<file path="src/rtl/hrq_pkg.sv">
// Package: shared types of the host request queue.
// Assumes the request kind is carried as two bits on the ports.
package hrq_pkg;

    // Request kind; bit 1 set means I/O space, clear means memory space.
    typedef enum logic [1:0] {
        KIND_MEM_RD = 2'd0,
        KIND_MEM_WR = 2'd1,
        KIND_IO_RD  = 2'd2,
        KIND_IO_WR  = 2'd3
    } req_kind_e;

    // True when the kind addresses memory space (line-granular).
    function automatic logic kind_is_mem(input req_kind_e k);
        return (k == KIND_MEM_RD) || (k == KIND_MEM_WR);
    endfunction

endpackage

</file>
<file path="src/rtl/hrq_fifo.sv">
// Module: strict-order storage of outstanding requests.
// Holds DEPTH entries in a circular buffer. Push and pop come in already
// qualified by the caller: no push while full, no pop while empty.
// Full and empty are registered flags derived from the next occupancy.
// Memory addresses are cut down to line granularity on the way in.
module hrq_fifo
    import hrq_pkg::*;
#(
    parameter int DEPTH     = 12,
    parameter int ADDR_W    = 32,
    parameter int LINE_BITS = 6,
    parameter int TGT_W     = 2,
    localparam int PTR_W    = (DEPTH > 1) ? $clog2(DEPTH) : 1,
    localparam int CNT_W    = $clog2(DEPTH + 1)
) (
    input  logic              clk,
    input  logic              rst_n,
    input  logic              push,
    input  logic              pop,
    input  logic [ADDR_W-1:0] in_addr,
    input  req_kind_e         in_kind,
    input  logic [TGT_W-1:0]  in_tgt,
    input  logic              in_deferred,
    output logic [ADDR_W-1:0] out_addr,
    output req_kind_e         out_kind,
    output logic [TGT_W-1:0]  out_tgt,
    output logic              out_deferred,
    output logic              full,
    output logic              empty,
    output logic [CNT_W-1:0]  count
);

    localparam logic [PTR_W-1:0] LAST_PTR  = PTR_W'(DEPTH - 1);
    localparam logic [CNT_W-1:0] DEPTH_CNT = CNT_W'(DEPTH);

    logic [ADDR_W-1:0] mem_addr [DEPTH];
    req_kind_e         mem_kind [DEPTH];
    logic [TGT_W-1:0]  mem_tgt  [DEPTH];
    logic [DEPTH-1:0]  mem_dfr;

    logic [PTR_W-1:0]  wr_ptr, rd_ptr;
    logic [CNT_W-1:0]  count_nxt;
    logic [ADDR_W-1:0] addr_store;

    // Clear the low line bits for memory kinds before storing.
    always_comb begin
        addr_store = in_addr;
        if (kind_is_mem(in_kind)) begin
            addr_store[LINE_BITS-1:0] = '0;
        end
    end

    // Next occupancy from the qualified push and pop.
    always_comb begin
        count_nxt = count;
        if (push && !pop) begin
            count_nxt = count + 1'b1;
        end else if (pop && !push) begin
            count_nxt = count - 1'b1;
        end
    end

    // Write the pushed entry into the slot under the write pointer.
    always_ff @(posedge clk) begin
        if (!rst_n) begin
            mem_dfr <= '0;
        end else if (push) begin
            mem_addr[wr_ptr] <= addr_store;
            mem_kind[wr_ptr] <= in_kind;
            mem_tgt[wr_ptr]  <= in_tgt;
            mem_dfr[wr_ptr]  <= in_deferred;
        end
    end

    // Advance the pointers with wrap and register count and flags.
    always_ff @(posedge clk) begin
        if (!rst_n) begin
            wr_ptr <= '0;
            rd_ptr <= '0;
            count  <= '0;
            full   <= 1'b0;
            empty  <= 1'b1;
        end else begin
            if (push) begin
                wr_ptr <= (wr_ptr == LAST_PTR) ? '0 : wr_ptr + 1'b1;
            end
            if (pop) begin
                rd_ptr <= (rd_ptr == LAST_PTR) ? '0 : rd_ptr + 1'b1;
            end
            count <= count_nxt;
            full  <= (count_nxt == DEPTH_CNT);
            empty <= (count_nxt == '0);
        end
    end

    // Present the oldest entry.
    always_comb begin
        out_addr     = mem_addr[rd_ptr];
        out_kind     = mem_kind[rd_ptr];
        out_tgt      = mem_tgt[rd_ptr];
        out_deferred = mem_dfr[rd_ptr];
    end

endmodule

</file>
<file path="src/rtl/hrq_defer_ctl.sv">
// Module: admission control for deferred responses.
// Keeps one open flag per target and a total of open deferrals.
// Grants deferral only while the total is below MAX_DEFER and the target
// has none open; otherwise an asking request is told to retry.
// Assumes accept is already qualified by queue space.
module hrq_defer_ctl #(
    parameter int NUM_TGT   = 4,
    parameter int MAX_DEFER = 2,
    localparam int TGT_W    = (NUM_TGT > 1) ? $clog2(NUM_TGT) : 1,
    localparam int DCNT_W   = $clog2(MAX_DEFER + 1)
) (
    input  logic              clk,
    input  logic              rst_n,
    input  logic              accept,
    input  logic              ask,
    input  logic [TGT_W-1:0]  tgt,
    input  logic              done,
    input  logic [TGT_W-1:0]  done_tgt,
    output logic              grant,
    output logic              retry,
    output logic [DCNT_W-1:0] pending
);

    localparam logic [DCNT_W-1:0] LIMIT = DCNT_W'(MAX_DEFER);

    logic [NUM_TGT-1:0] open_q;
    logic               done_ok;
    logic               room;

    // A completion counts only when its target really has one open.
    assign done_ok = done && open_q[done_tgt];
    assign room    = (pending < LIMIT) && !open_q[tgt];

    // Decide grant or retry for an accepted request that asks to defer.
    always_comb begin
        grant = accept && ask && room;
        retry = accept && ask && !room;
    end

    // One open flag per target interface.
    for (genvar t = 0; t < NUM_TGT; t++) begin : g_tgt
        always_ff @(posedge clk) begin
            if (!rst_n) begin
                open_q[t] <= 1'b0;
            end else if (grant && (tgt == TGT_W'(t))) begin
                open_q[t] <= 1'b1;
            end else if (done_ok && (done_tgt == TGT_W'(t))) begin
                open_q[t] <= 1'b0;
            end
        end
    end

    // Total of open deferrals, net of grant and completion.
    always_ff @(posedge clk) begin
        if (!rst_n) begin
            pending <= '0;
        end else if (grant && !done_ok) begin
            pending <= pending + 1'b1;
        end else if (done_ok && !grant) begin
            pending <= pending - 1'b1;
        end
    end

endmodule

</file>
<file path="src/rtl/host_req_queue.sv">
// Module: top of the outstanding host request queue.
// Accepts a request whenever the registered full flag is clear, asks the
// admission control for a deferral decision and stores that decision with
// the entry. The head entry retires on rsp_done; rsp_done while empty is
// ignored. Assumes one request per cycle at most.
module host_req_queue
    import hrq_pkg::*;
#(
    parameter int DEPTH     = 12,
    parameter int ADDR_W    = 32,
    parameter int LINE_BITS = 6,
    parameter int NUM_TGT   = 4,
    parameter int MAX_DEFER = 2,
    localparam int TGT_W    = (NUM_TGT > 1) ? $clog2(NUM_TGT) : 1,
    localparam int CNT_W    = $clog2(DEPTH + 1),
    localparam int DCNT_W   = $clog2(MAX_DEFER + 1)
) (
    input  logic              clk,
    input  logic              rst_n,
    input  logic              req_valid,
    input  logic [ADDR_W-1:0] req_addr,
    input  logic [1:0]        req_kind,
    input  logic [TGT_W-1:0]  req_tgt,
    input  logic              req_defer_ask,
    input  logic              rsp_done,
    input  logic              dfr_done,
    input  logic [TGT_W-1:0]  dfr_tgt,
    output logic              defer_grant,
    output logic              retry,
    output logic [ADDR_W-1:0] head_addr,
    output logic [1:0]        head_kind,
    output logic [TGT_W-1:0]  head_tgt,
    output logic              head_deferred,
    output logic              q_full,
    output logic              q_empty,
    output logic [CNT_W-1:0]  q_count,
    output logic [DCNT_W-1:0] dfr_pending
);

    logic      accept;
    logic      retire;
    req_kind_e head_kind_e;

    // Qualify push by space and pop by occupancy.
    assign accept = req_valid && !q_full;
    assign retire = rsp_done && !q_empty;

    hrq_defer_ctl #(
        .NUM_TGT  (NUM_TGT),
        .MAX_DEFER(MAX_DEFER)
    ) u_defer (
        .clk     (clk),
        .rst_n   (rst_n),
        .accept  (accept),
        .ask     (req_defer_ask),
        .tgt     (req_tgt),
        .done    (dfr_done),
        .done_tgt(dfr_tgt),
        .grant   (defer_grant),
        .retry   (retry),
        .pending (dfr_pending)
    );

    hrq_fifo #(
        .DEPTH    (DEPTH),
        .ADDR_W   (ADDR_W),
        .LINE_BITS(LINE_BITS),
        .TGT_W    (TGT_W)
    ) u_fifo (
        .clk         (clk),
        .rst_n       (rst_n),
        .push        (accept),
        .pop         (retire),
        .in_addr     (req_addr),
        .in_kind     (req_kind_e'(req_kind)),
        .in_tgt      (req_tgt),
        .in_deferred (defer_grant),
        .out_addr    (head_addr),
        .out_kind    (head_kind_e),
        .out_tgt     (head_tgt),
        .out_deferred(head_deferred),
        .full        (q_full),
        .empty       (q_empty),
        .count       (q_count)
    );

    assign head_kind = head_kind_e;

endmodule

</file>
<file path="config.mk">
export PLATFORM = sky130hd
export DESIGN_NAME = host_req_queue
export DESIGN_NICKNAME = d
export VERILOG_FILES = /design/src/rtl/hrq_pkg.sv /design/src/rtl/hrq_fifo.sv /design/src/rtl/hrq_defer_ctl.sv /design/src/rtl/host_req_queue.sv
export SDC_FILE = /design/constraint.sdc
export NUM_CORES = 1
export LEC_CHECK = 0
export CORE_MARGIN = 8
export CORE_UTILIZATION = 45
export CTS_BUF_LIST = sky130_fd_sc_hd__clkbuf_8
export DETAILED_ROUTE_END_ITERATION = 10
export DONT_BUFFER_PORTS = 1
export GPL_ROUTABILITY_DRIVEN = 0
export PLACE_DENSITY = 0.61
export SLEW_MARGIN = 20
export SYNTH_ARGS = -nofsm -noshare
export SYNTH_HDL_FRONTEND = slang
export SYNTH_SLANG_ARGS = --single-unit
</file>
<file path="constraint.sdc">
create_clock -name clk -period 2.9 [get_ports clk]
set_clock_uncertainty 0.1 [all_clocks]
set_input_delay 0.435 -clock clk [delete_from_list [all_inputs] [get_ports clk]]
set_output_delay 0.435 -clock clk [all_outputs]
set_load 0.02 [all_outputs]
</file>
==> impl_metrics.prom <==
# TYPE chip_impl_metric gauge
chip_impl_info{name="outcome",value="finished clean"} 1
chip_impl_metric{name="clkSinkCount",unit=""} 468
chip_impl_metric{name="post_drt_via_cell_ratio",unit=""} 5.53
chip_impl_metric{name="worst-endpoint-required",unit="ns"} 2.37
chip_impl_metric{name="grt_start_max_net_pins",unit=""} 49
chip_impl_metric{name="globalRouteTotalUtil",unit="%"} 16.4
chip_impl_metric{name="floorplan.io_pins",unit=""} 91
chip_impl_metric{name="regArea",unit="um2"} 13700
chip_impl_metric{name="core",unit="um2"} 39700
chip_impl_metric{name="p_seq_share",unit="%"} 54.2
chip_impl_info{name="worst_setup_path_endpoint",value="head_addr[19]"} 1
chip_impl_metric{name="synth_fa_ha_area_share",unit="%"} 0.552
chip_impl_metric{name="drt_pass1_iterations",unit=""} 5
chip_impl_metric{name="synth_enable_flop_cells",unit=""} 432
chip_impl_info{name="min-delay-path-class",value="input pin to register"} 1
chip_impl_metric{name="first_pass_grt_wire_length",unit="um"} 58300
chip_impl_metric{name="critical_path.max_fanout",unit=""} 13
chip_impl_metric{name="synth_mux_area_share",unit="%"} 16.1
chip_impl_metric{name="synth-seq-area-share",unit="%"} 75.4
chip_impl_metric{name="mappedNetlistArea",unit="um2"} 18100
chip_impl_metric{name="timing.reg2reg.worst_path_depth",unit=""} 7
chip_impl_metric{name="async_flop_share",unit="%"} 0
chip_impl_metric{name="power.combinational.fraction",unit="%"} 7.4
chip_impl_metric{name="detail_route.wl_per_cell",unit="um"} 24.0
chip_impl_info{name="r2r-end",value="u_fifo.empty"} 1
chip_impl_metric{name="power_dissipated_by_switching_net_loads",unit="mW"} 3.13
chip_impl_info{name="clk_root_buffer_cell",value="sky130_fd_sc_hd__clkbuf_8"} 1
chip_impl_metric{name="synthCells",unit=""} 890
chip_impl_metric{name="synth.top_cell.area_share",unit="%"} 71.5
chip_impl_metric{name="timing.slew.headroom",unit="%"} 50.4
chip_impl_metric{name="hold_violations",unit=""} 0
chip_impl_info{name="r2r_start",value="u_fifo.full"} 1
chip_impl_metric{name="p_leak",unit="nW"} 6.61
chip_impl_metric{name="std_cell_rows",unit=""} 73
chip_impl_metric{name="clk_pin_slew_worst_paths",unit="ns"} 0.06
chip_impl_metric{name="drv.max_cap_violation_count",unit=""} 0
chip_impl_metric{name="layout_cell_share_with_drive_strength_beyond_1",unit="%"} 28.3
chip_impl_metric{name="period_share",unit="%"} 96.6
chip_impl_metric{name="wl",unit="um"} 38200
chip_impl_metric{name="starting_density",unit="%"} 45.7
chip_impl_metric{name="detailed_place_hpwl",unit="um"} 20900
chip_impl_metric{name="vdd_ir_max",unit="uV"} 334
chip_impl_info{name="dominant_cell_by_count_in_the_synthesized_netlist",value="sky130_fd_sc_hd__edfxtp_1"} 1
chip_impl_metric{name="route.vias.total",unit=""} 8820
chip_impl_metric{name="clock_insertion_delay_at_the_later_pin_of_the_skew_report",unit="ns"} 0.59
chip_impl_metric{name="antenna_found_initial",unit=""} 0
chip_impl_metric{name="post_synth_and_or_nand_nor_area_fraction",unit="%"} 2.95
chip_impl_info{name="synth.top_cells.by_count",value="sky130_fd_sc_hd__edfxtp_1, sky130_fd_sc_hd__mux4_2, sky130_fd_sc_hd__nand2_1, sky130_fd_sc_hd__o21ai_1, sky130_fd_sc_hd__mux2i_1"} 1
chip_impl_metric{name="cellInternalPower",unit="mW"} 10.8
chip_impl_metric{name="final_net_count",unit=""} 1060
chip_impl_metric{name="switching_part_of_the_total",unit="%"} 22.5
chip_impl_metric{name="area_fraction_in_compound_gates_after_synthesis",unit="%"} 3.45
chip_impl_info{name="synth-main-ff-cell",value="sky130_fd_sc_hd__edfxtp_1"} 1
chip_impl_metric{name="pwr_density_cell",unit="nW/um2"} 654
chip_impl_metric{name="syn_area_per_cell",unit="um2"} 20.4
chip_impl_metric{name="numPortBuffers",unit=""} 0
chip_impl_metric{name="power.clock.fraction",unit="%"} 38.4
chip_impl_metric{name="cts_max_path_buffers",unit=""} 3
chip_impl_metric{name="global_route.overflow_total",unit=""} 0
chip_impl_info{name="worstSetupEndpointType",value="output port"} 1
chip_impl_info{name="critPathLaunchType",value="register"} 1
chip_impl_metric{name="timing.final.setup_violations",unit=""} 0
chip_impl_metric{name="die-area",unit="um2"} 47000
chip_impl_metric{name="drt_iter0_drc",unit=""} 657
chip_impl_metric{name="postSynthNetCount",unit=""} 942
chip_impl_metric{name="totalPowerFinal",unit="mW"} 13.9
chip_impl_metric{name="ys_seq_elements",unit=""} 468
chip_impl_metric{name="multi_input_area",unit="um2"} 4390
chip_impl_info{name="critical_path_class",value="register to output port"} 1
chip_impl_metric{name="final_max_slew_viols",unit=""} 0
chip_impl_metric{name="fmax",unit="MHz"} 357
chip_impl_info{name="tritoncts",value="done"} 1
chip_impl_metric{name="clock_tree.htree_level_count",unit=""} 3
chip_impl_metric{name="drc",unit=""} 0
chip_impl_info{name="dominant_combinational_cell_family_by_area_after_synthesis",value="multiplexers"} 1
chip_impl_metric{name="die_x_extent",unit="um"} 217
chip_impl_info{name="synth_top_cells_by_area",value="sky130_fd_sc_hd__edfxtp_1, sky130_fd_sc_hd__mux4_2, sky130_fd_sc_hd__dfxtp_1"} 1
chip_impl_metric{name="area_growth_syn_to_layout",unit="%"} 17.0
chip_impl_metric{name="min_clock_period_post_route",unit="ns"} 2.80
chip_impl_metric{name="layout.core_utilization",unit="%"} 53.4
chip_impl_info{name="synth_top_area_cell",value="sky130_fd_sc_hd__edfxtp_1"} 1
chip_impl_metric{name="synth_xor_xnor_area_share",unit="%"} 0.241
chip_impl_info{name="rsz0062_at_grt",value="yes"} 1
chip_impl_metric{name="synth_cell_type_count",unit=""} 48
chip_impl_metric{name="reg2reg_setup_slack",unit="ns"} 0.39
chip_impl_metric{name="worst-endpoint-arrival",unit="ns"} 2.27
chip_impl_metric{name="antenna_cells_inserted",unit=""} 0
chip_impl_metric{name="chipHeight",unit="um"} 217
chip_impl_metric{name="fillerInstances",unit=""} 3084
chip_impl_metric{name="yosys_warnings",unit=""} 0
chip_impl_metric{name="tritoncts.num_buffers",unit=""} 78
chip_impl_metric{name="tightest_slew",unit="ns"} 0.742
chip_impl_metric{name="route.antenna.remaining_nets",unit=""} 0
chip_impl_metric{name="first_global_vias",unit=""} 9419
[power groups by stage]
stage | Clock (mW) | Combinational, mW | Sequential [mW]
5_1_grt | 5.81 | 1.12 | 7.53
3_5_place_dp | 0 | 0.870 | 7.67
3_3_place_gp | 0 | 0.864 | 7.67
4_1_cts | 5.51 | 1.06 | 7.53
6_report | 5.34 | 1.03 | 7.53
2_1_floorplan | 0 | 0.696 | 7.64
[routing by layer]
metal / track usage [%] / vias up / share of wire, % / routed length (um)
li1: - / 3909 / - / -
met3: 3.74 / 36 / 5.3 / 2020
met4: 5.14 / 0 / 1.4 / 534
met5: 0 / - / 0 / 0
met1: 21.7 / 4673 / 44 / 16700
met2: 26.9 / 202 / 50 / 18900
[kinds of logic after synthesis]
| group | after synthesis |
|---|---|
| compound gates | 92 |
| xor+xnor | 5 |
| fa+ha+maj | 8 |
| buf+inv | 52 |
| flops | 468 |
| mux | 150 |
| simple gates | 115 |
[cells in the final DEF, fill, tap and decap left out, types with 3 or more instances in the layout]
cell,synthesis,final
sky130_fd_sc_hd__nor2b_1,10,10
sky130_fd_sc_hd__edfxtp_1,432,432
sky130_fd_sc_hd__clkinv_2,0,7
sky130_fd_sc_hd__o21ai_1,39,24
sky130_fd_sc_hd__inv_1,6,36
sky130_fd_sc_hd__clkbuf_8,0,84
sky130_fd_sc_hd__xnor2_1,3,3
sky130_fd_sc_hd__a21oi_1,5,5
sky130_fd_sc_hd__nand2_1,52,52
sky130_fd_sc_hd__nand3_1,5,5
sky130_fd_sc_hd__o31ai_2,10,10
sky130_fd_sc_hd__dfxtp_4,0,4
sky130_fd_sc_hd__buf_12,0,19
sky130_fd_sc_hd__o21ai_0,6,6
sky130_fd_sc_hd__dfxtp_1,36,32
sky130_fd_sc_hd__mux2i_1,37,33
sky130_fd_sc_hd__a21boi_1,4,4
sky130_fd_sc_hd__ha_1,8,8
sky130_fd_sc_hd__nor3_1,5,5
sky130_fd_sc_hd__buf_4,1,23
sky130_fd_sc_hd__and2_1,9,9
sky130_fd_sc_hd__a22oi_1,3,3
sky130_fd_sc_hd__mux4_2,113,113
sky130_fd_sc_hd__o21ai_2,0,15
sky130_fd_sc_hd__nand3b_1,3,3
sky130_fd_sc_hd__clkinv_1,0,15
sky130_fd_sc_hd__mux2i_2,0,3
sky130_fd_sc_hd__dlygate4sd3_1,0,36
sky130_fd_sc_hd__o211ai_1,9,9
sky130_fd_sc_hd__nor2_1,21,9
sky130_fd_sc_hd__nand2b_1,4,4
sky130_fd_sc_hd__nor2_4,0,12
[flip-flops by register name (all words and copies together), names as in the netlist, named ones only]
| register | flops |
|---|---|
| u_fifo.count | 4 |
| u_fifo.rd_ptr | 4 |
| u_fifo.wr_ptr | 4 |
| u_fifo.mem_dfr | 12 |
| u_fifo.mem_kind | 24 |
| u_fifo.empty | 1 |
| u_defer.open_q | 4 |
| u_defer.pending | 2 |
| u_fifo.mem_addr | 384 |
| u_fifo.full | 1 |
| u_fifo.mem_tgt | 24 |
[layout make-up]
cell class | count | area share, %
Sequential cell | 468 | 64.5
Clock inverter | 57 | 1.37
Inverter | 7 | 0.124
Timing Repair Buffer | 83 | 4.74
Multi-Input combinational cell | 370 | 20.7
Tap cell | 525 | 3.09
Clock buffer | 84 | 5.44
[what timing repair did]
action / in CTS / in global routing
setup endpoints to repair: 28 / 32
pin swaps: 0 / 0
hold buffers: 37 / 0
gates cloned: 1 / 0
setup buffers: 4 / 0
gates resized for setup: 18 / 12
hold endpoints to repair: 396 / 0
[through the flow]
step	hold WS, ns	setup slack, ns	TNS (ns)	instance area, um2	std cells
final	0.0569	0.0992	0	21200	1594
after global routing	0.0471	-0.0298	-0.131	21200	1594
after CTS	0.00395	-0.0216	-0.0596	21200	1595
after detailed placement	0.395	0.475	0	19200	1412
after global placement	0.380	0.475	0	19200	1412
after floorplan	0.339	-0.134	-34.70	18200	890
[critical path: stages, from the launching register on]
cell,delay [ns]
sky130_fd_sc_hd__dfxtp_4,0.40
sky130_fd_sc_hd__buf_12,0.16
sky130_fd_sc_hd__buf_12,0.17
sky130_fd_sc_hd__mux4_2,0.50
sky130_fd_sc_hd__mux2i_1,0.14
sky130_fd_sc_hd__o21ai_1,0.11
sky130_fd_sc_hd__buf_4,0.18
[worst min-delay path by stage]
stage                     slack [ns]                end         startpoint  depth (start not counted)
final                           0.06   u_fifo.wr_ptr[1]          req_valid                          3
after global routing            0.05   u_fifo.wr_ptr[1]          req_valid                          3
after CTS                      0.004   u_fifo.wr_ptr[1]          req_valid                          3
after detailed placement        0.40  u_fifo.mem_dfr[1]  u_fifo.mem_dfr[1]                          2
after global placement          0.38  u_fifo.mem_dfr[0]  u_fifo.mem_dfr[0]                          2
after floorplan                 0.34  u_fifo.mem_dfr[3]  u_fifo.mem_dfr[3]                          2
No activity file was read; power rests on OpenSTA's default activity.
